$ cat src/rtl/stagewd_pkg.sv
package stagewd_pkg;
  typedef enum logic [1:0] {
    ST_IDLE = 2'd0,
    ST_IRQ  = 2'd1,
    ST_FIQ  = 2'd2,
    ST_RST  = 2'd3
  } stage_e;

  localparam int A_CFG      = 'h00;
  localparam int A_STAT     = 'h04;
  localparam int A_CMD      = 'h08;
  localparam int A_KEY      = 'h0C;
  localparam int TMR_BASE   = 'h10;
  localparam int TMR_STRIDE = 8;

  localparam logic [31:0] KEY_VALUE = 32'h0000_C45A;
  localparam logic [15:0] CFG_MASK  = 16'hF01F;

  localparam int B_EN     = 31;
  localparam int B_PERIOD = 30;
  localparam int B_FLAG   = 30;
  localparam int B_THREE  = 4;
  localparam int B_IRQ    = 12;
  localparam int B_FIQ    = 13;
  localparam int B_CRST   = 14;
  localparam int B_PRST   = 15;
endpackage

$ cat src/rtl/stagewd_timer.sv
module stagewd_timer #(
  parameter int CNT_W = 16
) (
  input  logic        clk,
  input  logic        rst,
  input  logic        tick,
  input  logic        wr_ptv,
  input  logic        wr_ctl,
  input  logic [31:0] wdata,
  input  logic        reload,
  output logic [31:0] ptv_o,
  output logic        flag_o,
  output logic        expire_o
);
  import stagewd_pkg::*;

  logic [31:0]      ptv_q;
  logic [CNT_W-1:0] cnt_q;
  logic             flag_q;
  logic             exp_q;
  logic             hit;

  assign hit = !wr_ptv && !reload && tick && ptv_q[B_EN] && (cnt_q == CNT_W'(1));

  always_ff @(posedge clk) begin
    if (rst) begin
      ptv_q  <= '0;
      cnt_q  <= '0;
      flag_q <= 1'b0;
      exp_q  <= 1'b0;
    end else begin
      exp_q <= hit;
      if (wr_ptv) begin
        ptv_q <= wdata;
        cnt_q <= wdata[CNT_W-1:0];
      end else if (reload) begin
        cnt_q <= ptv_q[CNT_W-1:0];
      end else if (tick && ptv_q[B_EN] && (cnt_q != '0)) begin
        if (hit) begin
          if (ptv_q[B_PERIOD]) begin
            cnt_q <= ptv_q[CNT_W-1:0];
          end else begin
            cnt_q        <= '0;
            ptv_q[B_EN]  <= 1'b0;
          end
        end else begin
          cnt_q <= cnt_q - CNT_W'(1);
        end
      end
      if (hit) begin
        flag_q <= 1'b1;
      end else if (wr_ctl && wdata[B_FLAG]) begin
        flag_q <= 1'b0;
      end
    end
  end

  assign ptv_o    = ptv_q;
  assign flag_o   = flag_q;
  assign expire_o = exp_q;
endmodule

$ cat src/rtl/stagewd_ctrl.sv
module stagewd_ctrl #(
  parameter int ADDR_W = 6
) (
  input  logic              clk,
  input  logic              rst,
  input  logic              wr_en,
  input  logic [ADDR_W-1:0] addr,
  input  logic [31:0]       wdata,
  output logic [15:0]       cfg_o,
  output logic              start_o,
  output logic              stop_o
);
  import stagewd_pkg::*;

  logic [15:0] cfg_q;
  logic        key_q;
  logic        cmd_wr;
  logic        key_wr;
  logic        cfg_wr;

  assign cmd_wr  = wr_en && (addr == ADDR_W'(A_CMD));
  assign key_wr  = wr_en && (addr == ADDR_W'(A_KEY));
  assign cfg_wr  = wr_en && (addr == ADDR_W'(A_CFG));
  assign stop_o  = cmd_wr && wdata[1] && key_q;
  assign start_o = cmd_wr && wdata[0] && !stop_o;

  always_ff @(posedge clk) begin
    if (rst) begin
      cfg_q <= '0;
      key_q <= 1'b0;
    end else begin
      if (cfg_wr) begin
        cfg_q <= wdata[15:0] & CFG_MASK;
      end
      if (key_wr) begin
        key_q <= (wdata == KEY_VALUE);
      end else if (cmd_wr) begin
        key_q <= 1'b0;
      end
    end
  end

  assign cfg_o = cfg_q;
endmodule

$ cat src/rtl/stagewd_stage.sv
module stagewd_stage (
  input  logic       clk,
  input  logic       rst,
  input  logic       start,
  input  logic       stop,
  input  logic       expire,
  input  logic       three_stage,
  input  logic       irq_en,
  input  logic       fiq_en,
  input  logic       crst_en,
  input  logic       prst_en,
  output logic [1:0] stage_o,
  output logic       running_o,
  output logic       irq_o,
  output logic       fiq_o,
  output logic       crst_o,
  output logic       prst_o
);
  import stagewd_pkg::*;

  stage_e stage_q, stage_d;
  logic   run_q, run_d;
  logic   enter_rst;
  logic   irq_q, fiq_q, crst_q, prst_q;

  always_comb begin
    stage_d = stage_q;
    run_d   = run_q;
    if (stop) begin
      run_d   = 1'b0;
      stage_d = ST_IDLE;
    end else if (start) begin
      run_d   = 1'b1;
      stage_d = ST_IDLE;
    end else if (expire && run_q) begin
      case (stage_q)
        ST_IDLE: stage_d = ST_IRQ;
        ST_IRQ:  stage_d = three_stage ? ST_FIQ : ST_RST;
        ST_FIQ:  stage_d = ST_RST;
        default: stage_d = ST_RST;
      endcase
    end
  end

  assign enter_rst = (stage_d == ST_RST) && (stage_q != ST_RST);

  always_ff @(posedge clk) begin
    if (rst) begin
      stage_q <= ST_IDLE;
      run_q   <= 1'b0;
      irq_q   <= 1'b0;
      fiq_q   <= 1'b0;
      crst_q  <= 1'b0;
      prst_q  <= 1'b0;
    end else begin
      stage_q <= stage_d;
      run_q   <= run_d;
      irq_q   <= irq_en && (stage_d != ST_IDLE);
      fiq_q   <= fiq_en && three_stage && ((stage_d == ST_FIQ) || (stage_d == ST_RST));
      crst_q  <= crst_en && enter_rst;
      prst_q  <= prst_en && enter_rst;
    end
  end

  assign stage_o   = stage_q;
  assign running_o = run_q;
  assign irq_o     = irq_q;
  assign fiq_o     = fiq_q;
  assign crst_o    = crst_q;
  assign prst_o    = prst_q;
endmodule

$ cat src/rtl/stagewd_top.sv
module stagewd_top #(
  parameter int ADDR_W  = 6,
  parameter int NUM_TMR = 2,
  parameter int CNT_W   = 16
) (
  input  logic              clk,
  input  logic              rst,
  input  logic              tick_us,
  input  logic              wr_en,
  input  logic              rd_en,
  input  logic [ADDR_W-1:0] addr,
  input  logic [31:0]       wdata,
  output logic [31:0]       rdata,
  output logic              irq_o,
  output logic              fiq_o,
  output logic              core_rst_o,
  output logic              pwr_rst_o
);
  import stagewd_pkg::*;

  logic [15:0]        cfg_w;
  logic               start_p;
  logic               stop_p;
  logic [1:0]         stage_w;
  logic               running_w;
  logic               sel_exp;
  logic [NUM_TMR-1:0] exp_w;
  logic [NUM_TMR-1:0] flag_w;
  logic [NUM_TMR-1:0] wrp_w;
  logic [NUM_TMR-1:0] wrc_w;
  logic [NUM_TMR-1:0] rld_w;
  logic [31:0]        ptv_w [NUM_TMR];
  logic [31:0]        rd_d;
  logic [31:0]        rdata_q;

  stagewd_ctrl #(.ADDR_W(ADDR_W)) ctrl_i (
    .clk     (clk),
    .rst     (rst),
    .wr_en   (wr_en),
    .addr    (addr),
    .wdata   (wdata),
    .cfg_o   (cfg_w),
    .start_o (start_p),
    .stop_o  (stop_p)
  );

  for (genvar gi = 0; gi < NUM_TMR; gi++) begin : g_tmr
    localparam int PTV_A = TMR_BASE + TMR_STRIDE * gi;
    assign wrp_w[gi] = wr_en && (addr == ADDR_W'(PTV_A));
    assign wrc_w[gi] = wr_en && (addr == ADDR_W'(PTV_A + 4));
    assign rld_w[gi] = start_p && (cfg_w[3:0] == 4'(gi));

    stagewd_timer #(.CNT_W(CNT_W)) tmr_i (
      .clk      (clk),
      .rst      (rst),
      .tick     (tick_us),
      .wr_ptv   (wrp_w[gi]),
      .wr_ctl   (wrc_w[gi]),
      .wdata    (wdata),
      .reload   (rld_w[gi]),
      .ptv_o    (ptv_w[gi]),
      .flag_o   (flag_w[gi]),
      .expire_o (exp_w[gi])
    );
  end

  always_comb begin
    sel_exp = 1'b0;
    for (int i = 0; i < NUM_TMR; i++) begin
      if (cfg_w[3:0] == 4'(i)) sel_exp = exp_w[i];
    end
  end

  stagewd_stage stage_i (
    .clk         (clk),
    .rst         (rst),
    .start       (start_p),
    .stop        (stop_p),
    .expire      (sel_exp),
    .three_stage (cfg_w[B_THREE]),
    .irq_en      (cfg_w[B_IRQ]),
    .fiq_en      (cfg_w[B_FIQ]),
    .crst_en     (cfg_w[B_CRST]),
    .prst_en     (cfg_w[B_PRST]),
    .stage_o     (stage_w),
    .running_o   (running_w),
    .irq_o       (irq_o),
    .fiq_o       (fiq_o),
    .crst_o      (core_rst_o),
    .prst_o      (pwr_rst_o)
  );

  always_comb begin
    rd_d = '0;
    if (addr == ADDR_W'(A_CFG))  rd_d = {16'b0, cfg_w};
    if (addr == ADDR_W'(A_STAT)) rd_d = {28'b0, stage_w, (stage_w != 2'd0), running_w};
    for (int i = 0; i < NUM_TMR; i++) begin
      if (addr == ADDR_W'(TMR_BASE + TMR_STRIDE * i))     rd_d = ptv_w[i];
      if (addr == ADDR_W'(TMR_BASE + TMR_STRIDE * i + 4)) rd_d = {1'b0, flag_w[i], 30'b0};
    end
  end

  always_ff @(posedge clk) begin
    if (rst)        rdata_q <= '0;
    else if (rd_en) rdata_q <= rd_d;
  end

  assign rdata = rdata_q;
endmodule

$ cat config.mk
export PLATFORM = sky130hd
export DESIGN_NAME = stagewd_top
export DESIGN_NICKNAME = d
export VERILOG_FILES = /design/src/rtl/stagewd_pkg.sv /design/src/rtl/stagewd_timer.sv /design/src/rtl/stagewd_ctrl.sv /design/src/rtl/stagewd_stage.sv /design/src/rtl/stagewd_top.sv
export SDC_FILE = /design/constraint.sdc
export NUM_CORES = 1
export LEC_CHECK = 0
export BUFFER_PORTS_ARGS = -buffer_cell sky130_fd_sc_hd__buf_2
export CORE_UTILIZATION = 46
export DETAILED_ROUTE_END_ITERATION = 8
export PLACE_DENSITY = 0.68
export SYNTH_ARGS = -nofsm -noshare
export SYNTH_HDL_FRONTEND = slang
export SYNTH_SLANG_ARGS = --single-unit
$ cat constraint.sdc
create_clock -name clk -period 2.93 [get_ports clk]
set_input_delay 0.1465 -clock clk [delete_from_list [all_inputs] [get_ports clk]]
set_output_delay 0.1465 -clock clk [all_outputs]
set_load 0.01 [all_outputs]
# After elaboration in Yosys (flattened, before gate mapping)
# Cells that the tools add are included.
[classes]
n_addsub = 2
n_eq_ne = 19
mux = 39
n_reduce_logical = 59
[op_table]
columns = ["operator", "n"]
rows = [
  ["16-bit 2-to-1 mux", 11],
  ["32-bit 2-to-1 mux", 5],
  ["1-bit logical AND", 34],
  ["16-bit by 1-bit == test with 1-bit output (second input constant)", 2],
  ["32-bit by 16-bit == test with 1-bit output (second input constant)", 1],
  ["16-bit nonzero test", 2],
  ["16-bit by 1-bit subtractor with 16-bit output (second input constant)", 2],
  ["6-bit by 5-bit == test with 1-bit output (second input constant)", 4],
  ["1-bit 2-to-1 mux", 19],
  ["2-bit nonzero test", 9],
  ["6-bit by 4-bit == test with 1-bit output (second input constant)", 2],
  ["2-bit by 1-bit != test with 1-bit output (second input constant)", 4],
  ["4-bit AND reduction", 2],
  ["6-bit by 3-bit == test with 1-bit output (second input constant)", 1],
  ["6-bit logical NOT", 1],
  ["2-bit 2-to-1 mux", 3],
  ["3-bit nonzero test", 2],
  ["1-bit logical NOT", 5],
  ["2-bit == test (second input constant)", 2],
  ["4-bit by 1-bit == test with 1-bit output (second input constant)", 1],
  ["4-bit logical NOT", 1],
  ["2-bit one-hot mux with 2 select lines", 1],
  ["2-bit by 1-bit == test with 1-bit output (second input constant)", 1],
  ["2-bit logical NOT", 1],
  ["other kinds (3)", 3],
]
[word_totals]
register_bits = 149
in_bits = 43
out_inout_bits = 36
wordCells = 138

# Longest topological paths before layout
# Gate-level depths: netlist of run 1.
[logic_depth]
word_depth = 16
mapped_depth = 9
mapped_depth_nobuf = 8

# Modules after synthesis
# A second synthesis of run 1 with hierarchy kept.
[unflattened]
hier_cells = 882
area_unflattened_um2 = 7754.9
[by_module_without_submodules]
columns = ["mod", "n_inst", "cells_each", "area_each_um2", "seq_area_each_um2"]
rows = [
  ["stagewd_timer at g_tmr[1].tmr_i", 1, 295, 2595.0, 1001.0],
  ["stagewd_timer at g_tmr[0].tmr_i", 1, 289, 2567.5, 1001.0],
  ["stagewd_top", 1, 212, 1794.2, 640.6],
  ["stagewd_ctrl", 1, 60, 536.8, 200.2],
  ["stagewd_stage", 1, 26, 261.5, 140.1],
]

# Worst setup path before layout of run 1
# Ideal clock, no wire load.
[synth_timing]
path_type = "flip-flop to flip-flop"
start = "register g_tmr[1].tmr_i.cnt_q[0]"
end = "register g_tmr[1].tmr_i.cnt_q[9]"
setup_time_ns = 0.121
t_arrival_ns = 1.994
required_ns = 2.809
path_slack_ns = 0.815
stages_incl_launch_ff = 10
path_buffers = 1
synth_period_minus_slack_ns = 2.115
path_cell_list = "dfxtp_1 inv_1 ha_1 or3b_1 nor3b_1 a21oi_1 clkbuf_1 o21a_1 o221ai_1 nand2_1"
[synth_via]
elab_chain_cells = 6
elab_cells_between_ends = 10
cone_classes = "add/sub: 1; eq/ne: 1; mux: 4; reduce/logical: 4"
[synth_rtl]
columns = ["item", "line", "text"]
rows = [
  ["start: declaration", "stagewd_timer.sv:18", "logic [CNT_W-1:0] cnt_q;"],
  ["start signal: assignment", "stagewd_timer.sv:35", "cnt_q <= wdata[CNT_W-1:0];"],
  ["start signal: assignment", "stagewd_timer.sv:37", "cnt_q <= ptv_q[CNT_W-1:0];"],
  ["start signal: assignment", "stagewd_timer.sv:41", "cnt_q <= ptv_q[CNT_W-1:0];"],
  ["branches (longest 6 deep; another with 16-bit by 1-bit subtractor with 16-bit output)", "-", ""],
]
# Parallel ways; which one is timed is not known. The select of a mux whose other input is x is not followed.
# A chain may end at the register's enable or synchronous reset.

# Worst setup path in the final report of run 1
[layout_timing]
start = "register g_tmr[1].tmr_i.cnt_q[0]"
end = "register g_tmr[1].tmr_i.cnt_q[12]"
# Same word-level chain as after synthesis.

==> results of run 1 <==
worst min path at each step:
| stage | to | slack, ns |
|---|---|---|
| final | g_tmr[0].tmr_i.ptv_o[6] | 0.02 |
| after global routing | g_tmr[0].tmr_i.ptv_o[6] | 0.007 |
| after CTS | g_tmr[0].tmr_i.ptv_o[6] | 0.006 |
| after detailed placement | g_tmr[1].tmr_i.ptv_o[19] | 0.42 |
| after global placement | g_tmr[0].tmr_i.ptv_o[19] | 0.41 |
| after floorplan | g_tmr[0].tmr_i.ptv_o[16] | 0.28 |
what timing repair did:
| action | 4_1_cts | 5_1_grt |
|---|---|---|
| setup endpoints to repair | 0 | 0 |
| resized for setup | 0 | 0 |
| hold buffers | 14 | 0 |
| hold endpoints to repair | 27 | 0 |
| setup buffers | 0 | 0 |
registers in the layout, summed over array words and instances, names as in the netlist:
| signal | cells |
|---|---|
| stage_i.running_o | 1 |
| g_tmr.tmr_i.cnt_q | 32 |
| g_tmr.tmr_i.expire_o | 2 |
| rdata | 32 |
| stage_i.prst_o | 1 |
| stage_i.irq_o | 1 |
| stage_i.crst_o | 1 |
| ctrl_i.cfg_o | 9 |
| ctrl_i.key_q | 1 |
| g_tmr.tmr_i.ptv_o | 64 |
| stage_i.fiq_o | 1 |
| g_tmr.tmr_i.flag_o | 2 |
| stage_i.stage_o | 2 |
power groups by stage:
stage	Sequential [mW]	Combinational, mW	Clock [mW]
6_report	2.05	0.269	2.15
2_1_floorplan	2.09	0.147	0
3_5_place_dp	2.09	0.249	0
5_1_grt	2.05	0.291	2.25
4_1_cts	2.05	0.265	2.17
3_3_place_gp	2.09	0.249	0
area by class of cell:
type | instances | area, sq um | area share (%)
well taps | 188 | 235 | 2.80
clock inverters | 8 | 101 | 1.20
multi-input cells | 680 | 3870 | 45.9
flip-flops and latches | 149 | 2980 | 35.4
repair buffers | 115 | 706 | 8.39
clock buffers | 22 | 474 | 5.64
inverters | 13 | 48.8 | 0.580
cells by family after synthesis:
group	after synthesis	synth area share (%)
multiplexers	22	3.10
adder cells (fa/ha/maj)	4	0.700
flip-flops	149	41.7
XOR/XNOR	14	1.72
AO/OA/AOI/OAI	267	24.0
AND/OR/NAND/NOR	373	24.5
buffers and inverters	75	4.18
layer usage:
layer / vias to the layer above / share of wire [%]
met5: - / 0
met4: 0 / 2.6
met3: 47 / 7.8
met2: 330 / 44
met1: 3319 / 46
li1: 3420 / -
per-stage QoR:
step / area (sq um) / power (mW) / cells / hold WS [ns]
6_report: 8410 / 4.47 / 1175 / 0.0211
5_1_grt: 8410 / 4.60 / 1175 / 0.00737
4_1_cts: 8410 / 4.48 / 1175 / 0.00568
3_5_place_dp: 7700 / 2.34 / 1131 / 0.417
3_3_place_gp: 7700 / 2.34 / 1131 / 0.414
2_1_floorplan: 7150 / 2.24 / 904 / 0.282
Yosys cell counts (all sizes together), types with 7 or more instances:
master,instances,area [sq um]
inv,13,48.8
a31oi,9,56.3
or3,7,48.8
o21ai,23,115
mux2i,21,210
nor2,118,450
nand3,16,85.1
a21o,11,82.6
dfxtp,149,2980
clkbuf,50,188
xor2,8,70.1
a222oi,8,80.1
o22ai,10,62.6
and3,8,50.1
buf,12,62.6
nand2,142,543
nor3,26,150
o31ai,7,52.6
a211oi,11,82.6
a21oi,112,561
a22oi,27,203
nand4,8,50.1
o21a,8,60.1
a311oi,13,114
nor4,13,81.3
critical path, stage by stage (launching register included):
cell and delay, ns:
dfxtp_1 0.36, inv_1 0.10, ha_1 0.20, or3b_1 0.47, nor3b_1 0.38, a21o_1 0.28, buf_4 0.23, nor3_1 0.08
a2111oi_2 0.28
==> metrics.txt, run 1 <==
# TYPE chip_impl_metric gauge
chip_impl_metric{name="clk_pin_slew_worst_paths",unit="ns"} 0.06
chip_impl_info{name="hp-start",value="wdata[6]"} 1
chip_impl_metric{name="die_w",unit="um"} 127
chip_impl_metric{name="slew_headroom",unit="%"} 33.6
chip_impl_metric{name="pre_cts_slack",unit="ns"} 0.508
chip_impl_metric{name="routed_wire_length_per_instance",unit="um"} 18.6
chip_impl_metric{name="cts-buffers-inserted",unit=""} 17
chip_impl_metric{name="ys_async_sr_fraction",unit="%"} 0
chip_impl_metric{name="syn-num-nets",unit=""} 951
chip_impl_info{name="reg2reg_to",value="g_tmr[1].tmr_i.cnt_q[12]"} 1
chip_impl_metric{name="buffer_ports.inserted",unit=""} 78
chip_impl_metric{name="max_slew.worst_pin.slew",unit="ns"} 0.995
chip_impl_metric{name="power_report.internal_total",unit="mW"} 3.44
chip_impl_metric{name="drv.max_cap_violation_count",unit=""} 0
chip_impl_metric{name="detailedPlacementHpwl",unit="um"} 14700
chip_impl_metric{name="final_core_util",unit="%"} 55.3
chip_impl_metric{name="antenna-diode-count",unit=""} 0
chip_impl_metric{name="seq_area_frac_synth",unit="%"} 41.7
chip_impl_metric{name="pin_count",unit=""} 79
chip_impl_metric{name="post-route-worst-setup-slack",unit="ns"} 0.433
chip_impl_info{name="outcome",value="finished, final reports clean"} 1
chip_impl_metric{name="ratio_of_cells_with_drive_above_1_in_the_final_layout",unit="%"} 14.9
chip_impl_metric{name="layout_min_cycle_time",unit="ns"} 2.50
chip_impl_metric{name="grt_max_degree",unit=""} 95
chip_impl_metric{name="setup-tns-final",unit="ns"} 0
chip_impl_info{name="grt_setup_unrepaired",value="false"} 1
chip_impl_metric{name="fillCellCount",unit=""} 1441
chip_impl_metric{name="ff2ff_path_depth",unit=""} 8
chip_impl_info{name="most-common-layout-cells",value="dfxtp_1, nand2_1, nor2_1"} 1
chip_impl_metric{name="ir_drop",unit="uV"} 414
chip_impl_info{name="dominantRegCellSynth",value="dfxtp_1"} 1
chip_impl_metric{name="floorplan.initialDensity",unit="%"} 47.0
chip_impl_metric{name="num_rows",unit=""} 45
chip_impl_info{name="endpoint",value="g_tmr[1].tmr_i.cnt_q[12]"} 1
chip_impl_metric{name="crit_arrival",unit="ns"} 2.82
chip_impl_info{name="clock_tree_from_tritoncts",value="built"} 1
chip_impl_metric{name="clock_sinks",unit=""} 149
chip_impl_info{name="layout_commonest_cell",value="dfxtp_1"} 1
chip_impl_metric{name="mappedNetlistArea",unit="sq um"} 7150
chip_impl_metric{name="max_freq",unit="MHz"} 400
chip_impl_info{name="critPathKind",value="flop to flop"} 1
chip_impl_metric{name="gr_layer_usage_met1",unit="%"} 39.9
chip_impl_metric{name="routed_via_density",unit=""} 6.06
chip_impl_metric{name="floorplan.core_area",unit="sq um"} 15200
chip_impl_metric{name="netSwitchingPower",unit="mW"} 1.02
chip_impl_info{name="cts_root_buf",value="clkbuf_16"} 1
chip_impl_metric{name="grt.total_usage",unit="%"} 28.0
chip_impl_metric{name="rrSetupSlack",unit="ns"} 0.43
chip_impl_metric{name="yosys_register_bits",unit=""} 149
chip_impl_metric{name="antenna_found_initial",unit=""} 0
chip_impl_metric{name="drc",unit=""} 0
chip_impl_metric{name="final.setup_skew",unit="ns"} 0.0140
chip_impl_metric{name="hold_violation_total_from_the_final_report",unit=""} 0
chip_impl_metric{name="grt_util_met2",unit="%"} 41.7
chip_impl_metric{name="detail_route.wirelength",unit="um"} 21800
chip_impl_metric{name="grt_pass1_wl",unit="um"} 34900
chip_impl_metric{name="power_leakage",unit="nW"} 3.34
chip_impl_info{name="start_kind",value="flop"} 1
chip_impl_metric{name="synth_area_per_cell",unit="sq um"} 7.90
chip_impl_metric{name="dr.pass1.iters",unit=""} 6
chip_impl_metric{name="via_count_of_the_first_global_routing_pass",unit=""} 6466
chip_impl_info{name="hp-class",value="primary input to flop"} 1
chip_impl_info{name="crit_start",value="g_tmr[1].tmr_i.cnt_q[0]"} 1
chip_impl_metric{name="final_antenna_net_count",unit=""} 0
chip_impl_metric{name="pwr-share-clk",unit="%"} 48.1
chip_impl_metric{name="synth_cells",unit=""} 904
chip_impl_metric{name="crit_path_max_fanout",unit=""} 12
chip_impl_metric{name="critical_path_required",unit="ns"} 3.26
chip_impl_metric{name="design.final.nets",unit=""} 1023
chip_impl_info{name="endpoint_kind",value="flop"} 1
chip_impl_metric{name="floorplan.die.height",unit="um"} 127
chip_impl_metric{name="power_density",unit="nW/um^2"} 531
chip_impl_metric{name="use_met3",unit="%"} 5.15
chip_impl_metric{name="clock_insertion_delay_worst_skew",unit="ns"} 0.43
chip_impl_metric{name="layout_worst_path_cycle_share",unit="%"} 85.2
chip_impl_info{name="crit-reg2reg-launch",value="g_tmr[1].tmr_i.cnt_q[0]"} 1
chip_impl_metric{name="synth_edf_count",unit=""} 0
chip_impl_metric{name="yosysUniqueCellTypes",unit=""} 71
chip_impl_metric{name="share_of_total_power_in_sequential_cells",unit="%"} 45.9
chip_impl_metric{name="part_of_the_power_in_combinational_logic",unit="%"} 6.0
chip_impl_info{name="grt-busiest-layer",value="met2"} 1
chip_impl_metric{name="final_max_slew_viol_count",unit=""} 0
chip_impl_metric{name="hold_path_depth",unit=""} 3
chip_impl_metric{name="synthesis.yosys.warnings",unit=""} 0
chip_impl_metric{name="switching_share",unit="%"} 22.9
chip_impl_metric{name="dr_total_vias",unit=""} 7116
chip_impl_metric{name="drt_iter0_markers",unit=""} 795
chip_impl_metric{name="htreeDepth",unit=""} 4
chip_impl_metric{name="finalWeightedCongestion",unit=""} 0.913
chip_impl_metric{name="gr_overflow_total",unit=""} 0
chip_impl_metric{name="design.die.area",unit="sq um"} 16000
chip_impl_metric{name="syn2layout_area_growth",unit="%"} 17.8
chip_impl_metric{name="cts-root-to-sink-buffers",unit=""} 2
chip_impl_metric{name="report.final.setup_viol",unit=""} 0
(Power assumes the default switching activity.)
==> run 2: changes to the inputs <==
SYNTH_HIERARCHICAL = 1   (was default)
clock period = 3 ns   (was 2.93 ns; I/O delays follow)
==> metrics.txt, run 2 <==
# TYPE chip_impl_metric gauge
chip_impl_metric{name="crit_arrival",unit="ns"} 2.76
chip_impl_metric{name="ys_async_sr_fraction",unit="%"} 0
chip_impl_info{name="clock_tree_from_tritoncts",value="built"} 1
chip_impl_metric{name="finalWeightedCongestion",unit=""} 0.888
chip_impl_metric{name="layout_min_cycle_time",unit="ns"} 2.47
chip_impl_metric{name="synth-adder-area-share",unit="%"} 0.645
chip_impl_metric{name="drt_iter0_markers",unit=""} 727
chip_impl_metric{name="synth_area_per_cell",unit="sq um"} 8.79
chip_impl_info{name="synth_top_area_cell",value="dfxtp_1"} 1
chip_impl_metric{name="yosys_register_bits",unit=""} 149
chip_impl_metric{name="dr_total_vias",unit=""} 7122
chip_impl_metric{name="detailedPlacementHpwl",unit="um"} 15600
chip_impl_metric{name="final_max_slew_viol_count",unit=""} 0
chip_impl_info{name="synth.area.top_cells",value="dfxtp_1, mux2i_1, nor2_1"} 1
chip_impl_info{name="layout_commonest_cell",value="dfxtp_1"} 1
chip_impl_metric{name="synth_edf_count",unit=""} 0
chip_impl_metric{name="gr_overflow_total",unit=""} 0
chip_impl_info{name="grt_setup_unrepaired",value="false"} 1
chip_impl_metric{name="synth_compound_gate_area_share",unit="%"} 18.5
chip_impl_metric{name="setup-tns-final",unit="ns"} 0
chip_impl_metric{name="syn2layout_area_growth",unit="%"} 15.5
chip_impl_metric{name="synth_xor_area_share",unit="%"} 2.37
chip_impl_metric{name="max_slew.worst_pin.slew",unit="ns"} 1.26
chip_impl_metric{name="floorplan.die.height",unit="um"} 132
chip_impl_metric{name="antenna-diode-count",unit=""} 0
chip_impl_metric{name="post-route-worst-setup-slack",unit="ns"} 0.526
chip_impl_metric{name="die_w",unit="um"} 132
chip_impl_metric{name="critical_path_required",unit="ns"} 3.29
chip_impl_metric{name="ratio_of_cells_with_drive_above_1_in_the_final_layout",unit="%"} 19.1
chip_impl_metric{name="design_area",unit="sq um"} 8960
chip_impl_metric{name="synthesis.yosys.warnings",unit=""} 6
chip_impl_metric{name="largest_register_ffs",unit=""} 64
chip_impl_metric{name="grt_max_degree",unit=""} 58
chip_impl_metric{name="grt_util_met2",unit="%"} 40.3
chip_impl_metric{name="layout_worst_path_cycle_share",unit="%"} 82.5
chip_impl_metric{name="seq_area_frac_synth",unit="%"} 38.5
chip_impl_metric{name="ir_drop",unit="uV"} 414
chip_impl_metric{name="max_freq",unit="MHz"} 404
chip_impl_metric{name="fillCellCount",unit=""} 1562
chip_impl_metric{name="floorplan.core_area",unit="sq um"} 16500
chip_impl_metric{name="power_density",unit="nW/um^2"} 481
chip_impl_metric{name="buffer_ports.inserted",unit=""} 78
chip_impl_metric{name="grt.total_usage",unit="%"} 26.0
chip_impl_metric{name="use_met3",unit="%"} 5.77
chip_impl_metric{name="gr_layer_usage_met1",unit="%"} 34.4
chip_impl_metric{name="yosysUniqueCellTypes",unit=""} 82
chip_impl_metric{name="power_leakage",unit="nW"} 3.46
chip_impl_info{name="outcome",value="finished, final reports clean"} 1
chip_impl_metric{name="cts-root-to-sink-buffers",unit=""} 2
chip_impl_metric{name="synth.top_cell.area_share",unit="%"} 38.5
chip_impl_metric{name="design.die.area",unit="sq um"} 17400
chip_impl_info{name="most-common-layout-cells",value="dfxtp_1, nor2_1, buf_2"} 1
chip_impl_metric{name="pin_count",unit=""} 79
chip_impl_metric{name="drc",unit=""} 0
chip_impl_metric{name="final_antenna_net_count",unit=""} 0
chip_impl_metric{name="report.final.setup_viol",unit=""} 0
chip_impl_info{name="synth_top_cells_by_count",value="dfxtp_1, nor2_1, mux2i_1, a21oi_1, nand3_1"} 1
chip_impl_metric{name="floorplan.initialDensity",unit="%"} 46.9
chip_impl_info{name="cts_root_buf",value="clkbuf_16"} 1
chip_impl_metric{name="final.hold.worst_slack",unit="ns"} 0.0103
chip_impl_metric{name="drv.max_cap_violation_count",unit=""} 0
chip_impl_metric{name="design.final.nets",unit=""} 998
chip_impl_info{name="critPathKind",value="flop to flop"} 1
chip_impl_metric{name="final.setup_skew",unit="ns"} 0.00981
chip_impl_metric{name="detail_route.wirelength",unit="um"} 22600
chip_impl_metric{name="dr.pass1.iters",unit=""} 7
chip_impl_metric{name="clock_insertion_delay_worst_skew",unit="ns"} 0.43
chip_impl_metric{name="mappedNetlistArea",unit="sq um"} 7750
chip_impl_metric{name="via_count_of_the_first_global_routing_pass",unit=""} 6668
chip_impl_metric{name="multiInputGateArea",unit="sq um"} 4420
chip_impl_metric{name="htreeDepth",unit=""} 4
chip_impl_info{name="post-synth-top-count-cell",value="dfxtp_1"} 1
chip_impl_metric{name="antenna_found_initial",unit=""} 0
chip_impl_metric{name="routed_via_density",unit=""} 6.02
chip_impl_info{name="dominantRegCellSynth",value="dfxtp_1"} 1
chip_impl_info{name="start_kind",value="flop"} 1
chip_impl_metric{name="seq_area",unit="sq um"} 2980
chip_impl_metric{name="synth_cells",unit=""} 882
chip_impl_metric{name="cts-buffers-inserted",unit=""} 17
chip_impl_metric{name="crit_path_max_fanout",unit=""} 13
chip_impl_metric{name="clock_sinks",unit=""} 149
chip_impl_metric{name="routed_wire_length_per_instance",unit="um"} 19.1
chip_impl_info{name="endpoint_kind",value="flop"} 1
chip_impl_metric{name="slew_headroom",unit="%"} 15.8
chip_impl_metric{name="clk_pin_slew_worst_paths",unit="ns"} 0.07
chip_impl_metric{name="muxShareOfSynthArea",unit="%"} 11.6
chip_impl_info{name="grt-busiest-layer",value="met2"} 1
chip_impl_metric{name="place_area",unit="sq um"} 8310
chip_impl_metric{name="num_rows",unit=""} 47
chip_impl_metric{name="grt_pass1_wl",unit="um"} 35500
chip_impl_metric{name="post_cts.repair.setup_buffers",unit=""} 0
chip_impl_metric{name="hold_violation_total_from_the_final_report",unit=""} 0
chip_impl_metric{name="synthSimpleGateAreaFrac",unit="%"} 23.4
chip_impl_info{name="synth_top_family_by_area",value="simple AND/OR/NAND/NOR gates"} 1
chip_impl_info{name="hp-class",value="primary input to flop"} 1
chip_impl_metric{name="pre_cts_slack",unit="ns"} 0.217
run 2: cell families (layout without fill, tap and decap cells):
kind of cell,after synthesis,in the layout
mux,88,88
simple gates,342,342
xor+xnor,21,21
compound gates,198,198
flops,149,149
fa+ha+maj,4,4
other cells,1,7
buf+inv,79,155
run 2: final timing paths:
path	slack, ns	end	from	cells past startpoint
hold reg to reg	0.47	g_tmr[0].tmr_i/flag_o	g_tmr[0].tmr_i/flag_o	2
setup / recovery	0.53	g_tmr[1].tmr_i/cnt_q[1]	g_tmr[1].tmr_i/cnt_q[0]	9
hold / removal	0.01	g_tmr[1].tmr_i/ptv_o[22]	wdata[22]	3
setup reg to reg	0.53	g_tmr[1].tmr_i/cnt_q[1]	g_tmr[1].tmr_i/cnt_q[0]	9
run 2: layer usage:
metal  part of all wire (%)  wire, um
met5                      0         0
met4                    3.3       750
met3                    7.1      1620
met2                     46     10300
met1                     44      9900
run 2: final cells by class:
class / instances / share of cell area, %
multi-input cells: 660 / 49.3
flip-flops and latches: 149 / 33.3
repair buffers: 111 / 7.52
clock buffers: 20 / 5.21
well taps: 220 / 3.07
clock inverters: 12 / 1.06
inverters: 12 / 0.503
run 2: timing repair:
| action | in CTS | in global routing |
|---|---|---|
| resized for setup | 0 | 0 |
| hold buffers | 8 | 0 |
| endpoints found under the hold margin | 11 | 0 |
run 2: through the flow:
step	utilization, %	power, mW	instances
CTS	54.2	4.33	1184
global route	54.2	4.44	1184
floorplan	-	2.21	888
finish	54.2	4.31	1184
global placement	50.3	2.32	1144
detailed placement	50.3	2.32	1144
run 2: report_power, final:
| part | internal, mW | switching, mW |
|---|---|---|
| logic | 0.103 | 0.190 |
| clock network | 1.13 | 0.886 |
| registers | 1.99 | 0.0110 |
| total | 3.22 | 1.09 |
run 2: worst max-delay path, cell delays in order (launching register included):
cell and delay, ns:
dfxtp_1 0.45, inv_1 0.07, ha_1 0.25, nor3b_1 0.19
and2_0 0.26, a21oi_1 0.42, buf_4 0.28, o21ai_0 0.11
a22oi_1 0.20, a211oi_2 0.09
